--- src/rtl/seqmul_pkg.sv ---
package seqmul_pkg;
  localparam int OPWORD_W = 16;

  // addressing-mode field values that matter for legality
  localparam logic [2:0] MODE_ADDR_REG  = 3'd1;
  localparam logic [2:0] MODE_EXTENDED  = 3'd7;
  localparam logic [2:0] EXT_FIRST_BAD  = 3'd5;

  typedef struct packed {
    logic       ok;
    logic       sgn;
    logic [2:0] dreg;
  } mul_dec_t;
endpackage

--- src/rtl/seqmul_decode.sv ---
module seqmul_decode
  import seqmul_pkg::*;
(
  input  logic [OPWORD_W-1:0] opword,
  output mul_dec_t            dec
);
  logic [2:0] mode_f;
  logic [2:0] reg_f;
  logic       family;
  logic       bad_mode;

  always_comb begin
    mode_f   = opword[5:3];
    reg_f    = opword[2:0];
    family   = (opword[15:12] == 4'b1100) && (opword[7:6] == 2'b11);
    bad_mode = (mode_f == MODE_ADDR_REG) ||
               ((mode_f == MODE_EXTENDED) && (reg_f >= EXT_FIRST_BAD));
    dec.ok   = family && !bad_mode;
    dec.sgn  = opword[8];
    dec.dreg = opword[11:9];
  end
endmodule

--- src/rtl/seqmul_popcnt.sv ---
module seqmul_popcnt #(
  parameter int W  = 16,
  localparam int LV = $clog2(W),
  localparam int PW = LV + 1
) (
  input  logic [W-1:0]  vec,
  output logic [PW-1:0] count
);
  function automatic logic [W-1:0] lo_mask(input int s);
    logic [W-1:0] m;
    for (int i = 0; i < W; i++) m[i] = (((i >> s) & 1) == 0);
    return m;
  endfunction

  logic [W-1:0] lvl [LV+1];
  assign lvl[0] = vec;

  for (genvar s = 0; s < LV; s++) begin : g_stage
    localparam int           SH = 1 << s;
    localparam logic [W-1:0] LO = lo_mask(s);
    assign lvl[s+1] = (lvl[s] & LO) + ((lvl[s] >> SH) & LO);
  end

  assign count = lvl[LV][PW-1:0];
endmodule

--- src/rtl/seqmul_latency.sv ---
module seqmul_latency #(
  parameter int OPW  = 16,
  parameter int CNTW = 7,
  localparam int BASE = 2 * OPW + 2,
  localparam int PW   = $clog2(OPW) + 1
) (
  input  logic [OPW-1:0]  src,
  input  logic            sgn,
  output logic [CNTW-1:0] lat
);
  logic [OPW-1:0] pattern;
  logic [PW-1:0]  ones;

  // signed mode counts edges between neighbouring bits (implied 0 below bit 0)
  assign pattern = sgn ? (OPW'(src << 1) ^ src) : src;

  seqmul_popcnt #(.W(OPW)) u_pop (.vec(pattern), .count(ones));

  assign lat = CNTW'(BASE) + CNTW'({ones, 1'b0});
endmodule

--- src/rtl/seqmul_timer.sv ---
module seqmul_timer #(
  parameter int CNTW = 7
) (
  input  logic            clk,
  input  logic            rst_n,
  input  logic            load,
  input  logic [CNTW-1:0] load_val,
  output logic            busy,
  output logic            last,
  output logic            commit
);
  logic [CNTW-1:0] cnt_q;

  always_ff @(posedge clk or negedge rst_n) begin
    if (!rst_n)        cnt_q <= '0;
    else if (load)     cnt_q <= load_val;
    else if (busy)     cnt_q <= cnt_q - 1'b1;
  end

  assign busy   = (cnt_q != '0);
  assign last   = (cnt_q == CNTW'(1));
  // result registers load on the edge that enters the final cycle
  assign commit = (cnt_q == CNTW'(2));
endmodule

--- src/rtl/seqmul_core.sv ---
module seqmul_core #(
  parameter int OPW = 16,
  localparam int RW = 2 * OPW
) (
  input  logic           clk,
  input  logic           rst_n,
  input  logic           take,
  input  logic           commit,
  input  logic [OPW-1:0] src,
  input  logic [OPW-1:0] dst,
  input  logic           sgn,
  input  logic [2:0]     dreg,
  output logic [RW-1:0]  result,
  output logic           neg,
  output logic           zero,
  output logic [2:0]     dreg_out
);
  logic signed [RW-1:0] prod_s;
  logic        [RW-1:0] prod_u;
  logic        [RW-1:0] pend_q;
  logic        [2:0]    pend_dreg_q;

  always_comb begin
    prod_s = $signed(src) * $signed(dst);
    prod_u = {{OPW{1'b0}}, src} * {{OPW{1'b0}}, dst};
  end

  always_ff @(posedge clk or negedge rst_n) begin
    if (!rst_n) begin
      pend_q      <= '0;
      pend_dreg_q <= '0;
    end else if (take) begin
      pend_q      <= sgn ? RW'(prod_s) : prod_u;
      pend_dreg_q <= dreg;
    end
  end

  always_ff @(posedge clk or negedge rst_n) begin
    if (!rst_n) begin
      result   <= '0;
      neg      <= 1'b0;
      zero     <= 1'b0;
      dreg_out <= '0;
    end else if (commit) begin
      result   <= pend_q;
      neg      <= pend_q[RW-1];
      zero     <= (pend_q == '0);
      dreg_out <= pend_dreg_q;
    end
  end
endmodule

--- src/rtl/seqmul_unit.sv ---
module seqmul_unit
  import seqmul_pkg::*;
#(
  parameter int OPW  = 16,
  parameter int CNTW = $clog2(4 * OPW + 3)
) (
  input  logic                clk,
  input  logic                rst_n,
  input  logic                in_valid,
  output logic                in_ready,
  input  logic [OPWORD_W-1:0] in_opword,
  input  logic [OPW-1:0]      in_src,
  input  logic [OPW-1:0]      in_dst,
  output logic                out_valid,
  output logic [2*OPW-1:0]    out_result,
  output logic                out_neg,
  output logic                out_zero,
  output logic                out_ovf,
  output logic                out_carry,
  output logic [2:0]          out_dreg,
  output logic [CNTW-1:0]     out_cycles,
  output logic                out_illegal
);
  mul_dec_t        dec;
  logic            accept, take, busy, last, commit;
  logic [CNTW-1:0] lat;
  logic [CNTW-1:0] cycles_q;
  logic            illegal_q;

  seqmul_decode u_dec (.opword(in_opword), .dec(dec));

  seqmul_latency #(.OPW(OPW), .CNTW(CNTW)) u_lat (
    .src(in_src), .sgn(dec.sgn), .lat(lat)
  );

  assign in_ready = !busy;
  assign accept   = in_valid && in_ready;
  assign take     = accept && dec.ok;

  seqmul_timer #(.CNTW(CNTW)) u_tmr (
    .clk(clk), .rst_n(rst_n), .load(take), .load_val(lat),
    .busy(busy), .last(last), .commit(commit)
  );

  seqmul_core #(.OPW(OPW)) u_core (
    .clk(clk), .rst_n(rst_n), .take(take), .commit(commit),
    .src(in_src), .dst(in_dst), .sgn(dec.sgn), .dreg(dec.dreg),
    .result(out_result), .neg(out_neg), .zero(out_zero), .dreg_out(out_dreg)
  );

  always_ff @(posedge clk or negedge rst_n) begin
    if (!rst_n) begin
      cycles_q  <= '0;
      illegal_q <= 1'b0;
    end else begin
      illegal_q <= accept && !dec.ok;
      if (take) cycles_q <= lat;
    end
  end

  assign out_valid   = last;
  assign out_cycles  = cycles_q;
  assign out_illegal = illegal_q;
  assign out_ovf     = 1'b0;
  assign out_carry   = 1'b0;
endmodule

--- config.mk ---
export PLATFORM = sky130hd
export DESIGN_NAME = seqmul_unit
export DESIGN_NICKNAME = d
export VERILOG_FILES = /design/src/rtl/seqmul_pkg.sv /design/src/rtl/seqmul_decode.sv /design/src/rtl/seqmul_popcnt.sv /design/src/rtl/seqmul_latency.sv /design/src/rtl/seqmul_timer.sv /design/src/rtl/seqmul_core.sv /design/src/rtl/seqmul_unit.sv
export SDC_FILE = /design/constraint.sdc
export NUM_CORES = 1
export LEC_CHECK = 0
export ABC_AREA = 1
export BUFFER_PORTS_ARGS = -buffer_cell sky130_fd_sc_hd__buf_4
export CORE_AREA = 4 4 245 199
export CTS_BUF_LIST = sky130_fd_sc_hd__clkbuf_8
export CTS_CLUSTER_SIZE = 20
export DETAILED_ROUTE_END_ITERATION = 10
export DIE_AREA = 0 0 249 203
export GPL_TIMING_DRIVEN = 0
export SETUP_SLACK_MARGIN = 0.02
export SLEW_MARGIN = 20
export SYNTH_ARGS = -nofsm -noshare
export SYNTH_HDL_FRONTEND = slang
export SYNTH_SLANG_ARGS = --single-unit
--- constraint.sdc ---
create_clock -name clk -period 1.7 [get_ports clk]
set_clock_uncertainty 0.05 [all_clocks]
set_input_delay 0.34 -clock clk [delete_from_list [all_inputs] [get_ports clk]]
set_output_delay 0.34 -clock clk [all_outputs]
set_load 0.01 [all_outputs]
---- Word-level counts from Yosys, hierarchy flattened ----
Cells that the tools add are included.
operators by class
  muxes and demuxes ....................... 4
  $mul .................................... 2
  bitwise gates (word level) .............. 1
  add/sub/neg operators ................... 6
  magnitude comparators ................... 1
  reductions and logical operators ........ 13
  equal/unequal tests ..................... 6
operators by type and width
  operator             number
  $mul 16x16->32       2
  $logic_not 32->1     1
  $mux 32              1
  $add 15x15->16       1
  $mux 16              1
  $xor 16x16->16       1
  $add 14x14->15       1
  $mux 7               2
  $add 12x11->13       1
  $add 6x6->7 const A  1
  $eq 7x1->1 const B   1
  $eq 7x2->1 const B   1
  $reduce_bool 7->1    1
  $sub 7x1->7 const B  1
  $logic_and 1x1->1    6
  $add 5x5->5          1
  $eq 4x4->1 const B   1
  $eq 3x1->1 const B   1
  $eq 3x3->1 const B   1
  $ge 3x3->1 const B   1
  $logic_not 1->1      3
  $eq 2x2->1 const B   1
  $reduce_bool 2->1    1
  $logic_or 1x1->1     1
storage, ports and cells
  bits in registers ....................... 87
  input bits .............................. 51
  logic and storage cells ................. 42
  output and inout bits ................... 49

---- Longest topological paths before layout ----
Gate-level depths: netlist of the first run.
  depth in word-level cells ............... 8
  gate-level depth with buffers ........... 31
  gate-level depth less buffers ........... 29

---- By module ----
A second synthesis of the first run with hierarchy kept.
second synthesis, totals
  cell total of the unflattened synthesis .. 2870
  area total of the unflattened synthesis .. 21115.3 µm²
modules (own cells, without submodules)
  module          seq. area each (µm²)  area each (µm²)  times used  cells each
  seqmul_core     1776.7                19132.1          1           2585
  seqmul_timer    175.2                 544.3            1           73
  seqmul_popcnt   0.0                   516.7            1           48
  seqmul_latency  0.0                   464.2            1           107
  seqmul_unit     200.2                 366.6            1           39
  seqmul_decode   0.0                   91.3             1           18

---- Worst setup path before layout of the first run ----
OpenSTA, ideal clock, no wires.
  path type ............................... in2reg
  from .................................... input port in_src[15]
  to ...................................... register u_core.pend_q[31]
  setup time .............................. 0.117 ns
  cell stages on the path ................. 24
  data required time ...................... 1.533 ns
  arrival time ............................ 5.675 ns
  path buffers ............................ 2
  path slack .............................. -4.141 ns
  path through ............................ clkbuf_1 > buf_1 > nand2_1 > inv_1 > fa_1 > fa_1 > fa_1 > fa_1 > fa_1 > inv_1 > fa_1 > inv_1 > ha_1 > nand2_1 > nor2_1 > inv_1 > nor3_1 > nand2_1 > nand3_1 > nand2_1 > nand3_1 > nand2_1 > nand2_1 > nand2_1
between the ends
  longest elaborated chain between the ends .. 2
  elaborated cells between the ends (all ways) .. 3
  classes of those cells .................. mul (2); mux (1)
RTL lines
  element                                   RTL line                              RTL
  start: declaration                        seqmul_unit.sv:12                     input logic [OPW-1:0] in_src,
  $mul 16x16->32, on equally long branches  seqmul_core.sv:25, seqmul_core.sv:24
  $mux 32 *                                 seqmul_core.sv:33                     pend_q <= sgn ? RW'(prod_s) : prod_u;
  end signal: assignment                    seqmul_core.sv:33
  end: declaration                          seqmul_core.sv:20                     logic [RW-1:0] pend_q;
Every way passes the cells marked *; elsewhere a longest branch is shown, timed or not.
A chain may end at the register's enable or synchronous reset.

---- Worst setup path after layout of the first run ----
  from .................................... input port in_dst[4]
  to ...................................... register u_core.pend_q[31]
between the ends
  longest elaborated chain between the ends .. 2
  elaborated cells between the ends (all ways) .. 3
  classes of those cells .................. mul (2); mux (1)
RTL lines
  element                                   RTL line                              RTL
  start: declaration                        seqmul_unit.sv:13                     input logic [OPW-1:0] in_dst,
  $mul 16x16->32, on equally long branches  seqmul_core.sv:25, seqmul_core.sv:24
  $mux 32 *                                 seqmul_core.sv:33
Marked as above.

==> results.toml, run 1 <==
[cells_and_area]
stdcell_count = 3565
nets = 3542
drive_gt1_share_pct = 27.3
areaGrowthSynthToFinish_pct = 31.7
diodes = 0

[cts]
cts_buffers = 9
clock_latency_ns = 0.37
cts_buffer_depth = 2
htreeDepth = 3
cts_sinks = 85
cts.clk_slew.worst_paths_ns = 0.09
cts_tree = "built"
cts_root_buf = "clkbuf_8"

[placed_design]
routabilityCongestion = 0.915
port_buffers = 65
dp_cells = 3431
dp_hpwl_mm = 57.7
pre_cts_ws_ns = -4.50

[hold_path]
hold_path.class = "input port to async pin"

[die]
coreArea_um2 = 46500
ios = 100
rows = 71
dieArea_um2 = 50500
die_w_um = 249
die_y_um = 203
start_util_pct = 44.3

[route]
viasPerCell = 5.05
drt-wirelength-per-cell_um = 19.2
drt_first_pass_iters = 5
ant_nets = 0
wl_mm = 68.3
drt_iter0_markers = 1255
vias = 18000
drcViolationCount = 0

[global_route]
grt_start_max_net_pins = 86
antenna_found_initial = 1
track_usage_pct = 27.4
grt_overflow_total = 0
grt_first_pass_wirelength_mm = 108
grt_pass1_vias = 18800

[sta]
hold-worst-slack_ns = -0.0556
fmax_mhz = 184
worst_pin_slew_ns = 0.991
finalHoldViolCount = 32
final-max-slew-violation-count = 0
relSlewSlack_pct = 33.9
fin_setup_tns_ns = -110.73
rsz0062_at_grt = "true"
setup_viol = 50
fin_crit_ns = 5.44
setup_ws_ns = -3.74
period_share_pct = 320

[critical_path]
crit_fanout = 6
slowest_stage = "fa_2"
end_kind = "flop"
cp-start-kind = "input port"
cp.arrival_ns = 5.70
cp_slowest_stage_delay_ns = 0.58
path_class = "input port to flop"
r2r_cells = 8
r2r-start = "u_tmr.cnt_q[4]"
worstSetupStartpoint = "in_dst[4]"
rrSetupSlack_ns = -0.29
r2r-end = "u_core.pend_q[11]"
cp-endpoint = "u_core.pend_q[31]"
critPathRequiredTime_ns = 1.96

[logic_synthesis]
syn_area_per_cell_um2 = 7.50
synthFlopType = "dfrtp_1"
yosys.area.top_type = "fa_1"
synth_cell_types = 42
syn_inst = 2744
yosys_register_bits = 85
yosysWarnings = 0
synth_top_cell_area_share_pct = 36.3
syn_area_um2 = 20600
synthTopCellsByArea = "fa_1 (36%), nand2_1 (14%), inv_1 (13%)"
synth_seq_area_share_pct = 10.3
async_flop_share_pct = 100
synth_edf_count = 0

[outcome]
violations = "hold timing, setup timing"
status = "complete, but fails checks"

[run]
cap_violations = 0
[per-stage QoR]
step	utilization, %	instance area (um^2)
2_1_floorplan	-	22400
3_3_place_gp	50.9	23700
3_5_place_dp	50.9	23700
4_1_cts	56.3	26200
5_1_grt	58.3	27100
6_report	58.3	27100
[placed cells by master (no fill, tap or decap), types with 37 or more instances in the layout]
cell type,instances
clkbuf_16,40
ha_4,74
inv_1,648
buf_4,149
nor2_1,56
a21oi_1,44
dfrtp_1,84
inv_2,84
fa_1,336
nand3_2,42
ha_1,102
fa_2,37
nand2_2,82
nand2_4,38
nand3_1,62
nand2_1,662
[kinds of logic after synthesis]
family / after synthesis / share of synthesized area [%]
AOI/OAI and AO/OA: 158 / 4.15
buffers and inverters: 830 / 15.3
other: 1 / 0.0182
DFF: 85 / 10.3
and+or+nand+nor: 1085 / 21.6
adders and majority gates: 551 / 47.1
xor gates and xnor gates: 34 / 1.45
[critical path: cells and delay by family]
kind / cells / cell delay (ns)
and+or+nand+nor: 12 / 1.04
buffers and inverters: 10 / 0.82
adders and majority gates: 7 / 3.47
[routing by layer]
metal  track usage (%)  wire (um)
met1              41.8      33000
met3              5.65       4760
met5                 0          0
met2              42.0      29700
met4              3.08        797
[synth_stat cells, types with 4 or more instances]
cell type and instances:
fa_1 373, nor2_1 110, o21bai_1 9, buf_1 9, ha_1 178, a31oi_1 9, nand2_1 784, dfrtp_1 85
nand3_1 113, a21oi_1 72, clkbuf_1 70, or2_2 4, a21o_1 4, nand4_1 32, nand3b_1 4, xnor2_1 22
o21ai_0 56, nor4_1 8, xor2_1 12, inv_1 737, buf_4 4, nor3_1 19
[sequential cells by signal, summed over array words and instances (netlist names)]
register / cells
u_core.result: 31
out_cycles: 6
u_tmr.cnt_q: 7
u_core.pend_q: 32
u_core.pend_dreg_q: 3
u_core.dreg_out: 3
out_illegal: 1
u_core.zero: 1
u_core.neg: 1
[what timing repair did]
item                       in CTS  in global routing
resized for setup             320                223
buffers inserted               93                 23
setup endpoints to repair      80                 86
hold buffers                    0                  0
pin swaps                     133                146
cloned                          6                  0
[how the worst min path moves through the flow]
stage                            endpoint  cells past startpoint                   from
floorplan                   out_cycles[1]                      0                  rst_n
global placement    u_core.pend_dreg_q[2]                      2  u_core.pend_dreg_q[2]
detailed placement  u_core.pend_dreg_q[2]                      2  u_core.pend_dreg_q[2]
CTS                 u_core.pend_dreg_q[2]                      3          in_opword[11]
global route                out_cycles[5]                      1                  rst_n
finish                      out_cycles[4]                      1                  rst_n
[area by class of cell]
cell class	instances	area (um^2)
clock buffer	10	138
clock inverter	6	43.8
tap	620	776
fill	4210	19400
sequential	85	2130
timing repair buffer	184	1640
inverter	740	2810
buffer	89	1580
multi-input combinational	1831	18000
Power of run 1 is not shown: default switching activity piles up to over one toggle a cycle in this logic, so the estimate is an artifact.
==> run 2: changes to the inputs <==
--- a/config.mk
+++ b/config.mk
@@ -7,12 +7,13 @@
 export LEC_CHECK = 0
 export ABC_AREA = 1
 export BUFFER_PORTS_ARGS = -buffer_cell sky130_fd_sc_hd__buf_4
-export CORE_AREA = 4 4 245 199
+export CORE_AREA = 4 4 232 189
 export CTS_BUF_LIST = sky130_fd_sc_hd__clkbuf_8
-export CTS_CLUSTER_SIZE = 20
+export CTS_CLUSTER_SIZE = 8
 export DETAILED_ROUTE_END_ITERATION = 10
-export DIE_AREA = 0 0 249 203
+export DIE_AREA = 0 0 236 193
 export GPL_TIMING_DRIVEN = 0
+export PLACE_DENSITY = 0.69
 export SETUP_SLACK_MARGIN = 0.02
 export SLEW_MARGIN = 20
 export SYNTH_ARGS = -nofsm -noshare
==> run 2 against run 1 <==
The flow still finishes with violations (hold timing, setup timing); worst setup slack got worse by 0.040 ns; die area decreased by 9.9%; register-to-register slack got worse by 0.02 ns; critical path depth decreased by 5; highest routed layer unchanged; sequential share of layout area is 0.10 points lower; global-route usage is 3.1 points higher; routed wire length up 0.68%; fmax shrank 0.73%; non-clock buffer count grew 26; design area is 1.3% higher; flip-flop and latch count stayed put.
==> results.toml, run 2 (synthesized netlist as in run 1, its figures left out) <==
[outcome]
status = "complete, but fails checks"
violations = "hold timing, setup timing"

[critical_path]
end_kind = "flop"
r2r_cells = 8
r2r-end = "u_core.pend_q[21]"
rrSetupSlack_ns = -0.31
cp.arrival_ns = 5.70
r2r-start = "u_tmr.cnt_q[5]"
critPathRequiredTime_ns = 1.92
worstSetupStartpoint = "in_src[15]"
crit_fanout = 8
cp-start-kind = "input port"
path_class = "input port to flop"

[sta]
final-max-slew-violation-count = 0
relSlewSlack_pct = 36.7
period_share_pct = 322
worst_pin_slew_ns = 0.949
finalHoldViolCount = 30
fin_crit_ns = 5.48
hold-worst-slack_ns = -0.0382
setup_ws_ns = -3.78
setup_viol = 48
fmax_mhz = 182
rsz0062_at_grt = "true"

[global_route]
grt_start_max_net_pins = 86
grt_overflow_total = 0
grt_pass1_vias = 19100
track_usage_pct = 30.6
grt_first_pass_wirelength_mm = 107
antenna_found_initial = 0

[cells_and_area]
areaGrowthSynthToFinish_pct = 33.4
reg_top3 = "u_core.pend_q: 32 flops, u_core.result: 31 flops, u_tmr.cnt_q: 7 flops"
largest_reg_flops = 32
diodes = 0
final_cell_mix = "nand2_1 (651), inv_1 (639), fa_1 (343), buf_4 (169), ha_1 (103)"
fill_cells = 3348
multiInputGateArea_um2 = 18000
final_common_cell = "nand2_1"
drive_gt1_share_pct = 28.5
ff_latch_area_um2 = 2130
nets = 3568
top_register = "u_core.pend_q"

[die]
start_util_pct = 49.6
ios = 100
coreArea_um2 = 41500
die_w_um = 236
die_y_um = 193
dieArea_um2 = 45500
rows = 67

[placed_design]
port_buffers = 65
routabilityCongestion = 0.971
dp_hpwl_mm = 56.2

[cts]
clock_latency_ns = 0.36
cts.clk_slew.worst_paths_ns = 0.10
cts_sinks = 85
cts_buffers = 9
htreeDepth = 3
ctsHoldBuffers = 0
cts_buffer_depth = 2
cts_root_buf = "clkbuf_8"
cts_tree = "built"

[route]
viasPerCell = 5.22
vias = 18400
drt_iter0_markers = 1331
drcViolationCount = 0
drt_first_pass_iters = 5
drt-wirelength-per-cell_um = 19.5
wl_mm = 68.8
ant_nets = 0

[hold_path]
hold_path.class = "input port to async pin"

[run]
cap_violations = 0
==> run 2: cell types whose count changed in the layout (fill, tap and decap cells not counted), sizes merged <==
cell | before | now
clkinvlp | 1 | 0
buf | 204 | 234
bufinv | 0 | 3
clkinv | 3 | 1
clkbuf | 79 | 74
inv | 742 | 743
==> run 2: worst max path at each step <==
stage	to
2_1_floorplan	u_core.pend_q[31]
3_3_place_gp	u_core.pend_q[31]
3_5_place_dp	u_core.pend_q[31]
4_1_cts	u_core.pend_q[31]
5_1_grt	u_core.pend_q[31]
6_report	u_core.pend_q[31]
==> run 2: what timing repair did <==
action / CTS / global route
pin swaps: 188 / 119
hold endpoints to repair: 0 / 0
resized for setup: 387 / 225
setup endpoints to repair: 80 / 86
buffers inserted: 102 / 41
cloned: 4 / 3
==> run 2: layout make-up <==
cell class	count	area share, %
inverters	740	10.3
repair buffers	209	6.70
well taps	552	2.52
clock inverters	7	0.465
clock buffers	9	0.451
flip-flops and latches	85	7.75
multi-input cells	1831	65.5
plain buffers	90	6.27
==> run 2: through the flow <==
stage	worst slack, ns	setup TNS [ns]	utilization, %	std cells	cell area, um^2
3_3_place_gp	-4.61	-140.71	56.8	3363	23600
2_1_floorplan	-3.48	-105.21	-	2746	22400
3_5_place_dp	-4.59	-142.94	56.8	3363	23600
6_report	-3.78	-109.47	66.2	3523	27500
5_1_grt	-3.91	-114.70	66.2	3523	27500
4_1_cts	-3.64	-106.56	63.6	3485	26400
==> run 2: critical path: stages <==
cell	delay [ns]
clkbuf_16	0.15
buf_12	0.15
nand2_4	0.06
inv_4	0.03
fa_2	0.64
fa_2	0.57
buf_6	0.17
buf_6	0.11
fa_1	0.49
fa_1	0.54
fa_1	0.52
fa_1	0.54
ha_4	0.33
nand2_4	0.07
nor2_4	0.11
nand2_2	0.09
nor3_4	0.19
nand2_2	0.08
nand3_1	0.09
nand2_1	0.07
nand3_2	0.12
nand2_2	0.10
nand2_1	0.07
nand2_1	0.05
==> run 2: per-layer routing <==
layer	routed length, um	GRT usage [%]	vias to the layer above
met3	6400	8.70	96
met2	30400	47.0	678
met5	0	0	-
met4	1570	6.62	0
met1	30400	43.7	9151
li1	-	-	8469
Power of run 2 is left out for the same reason.
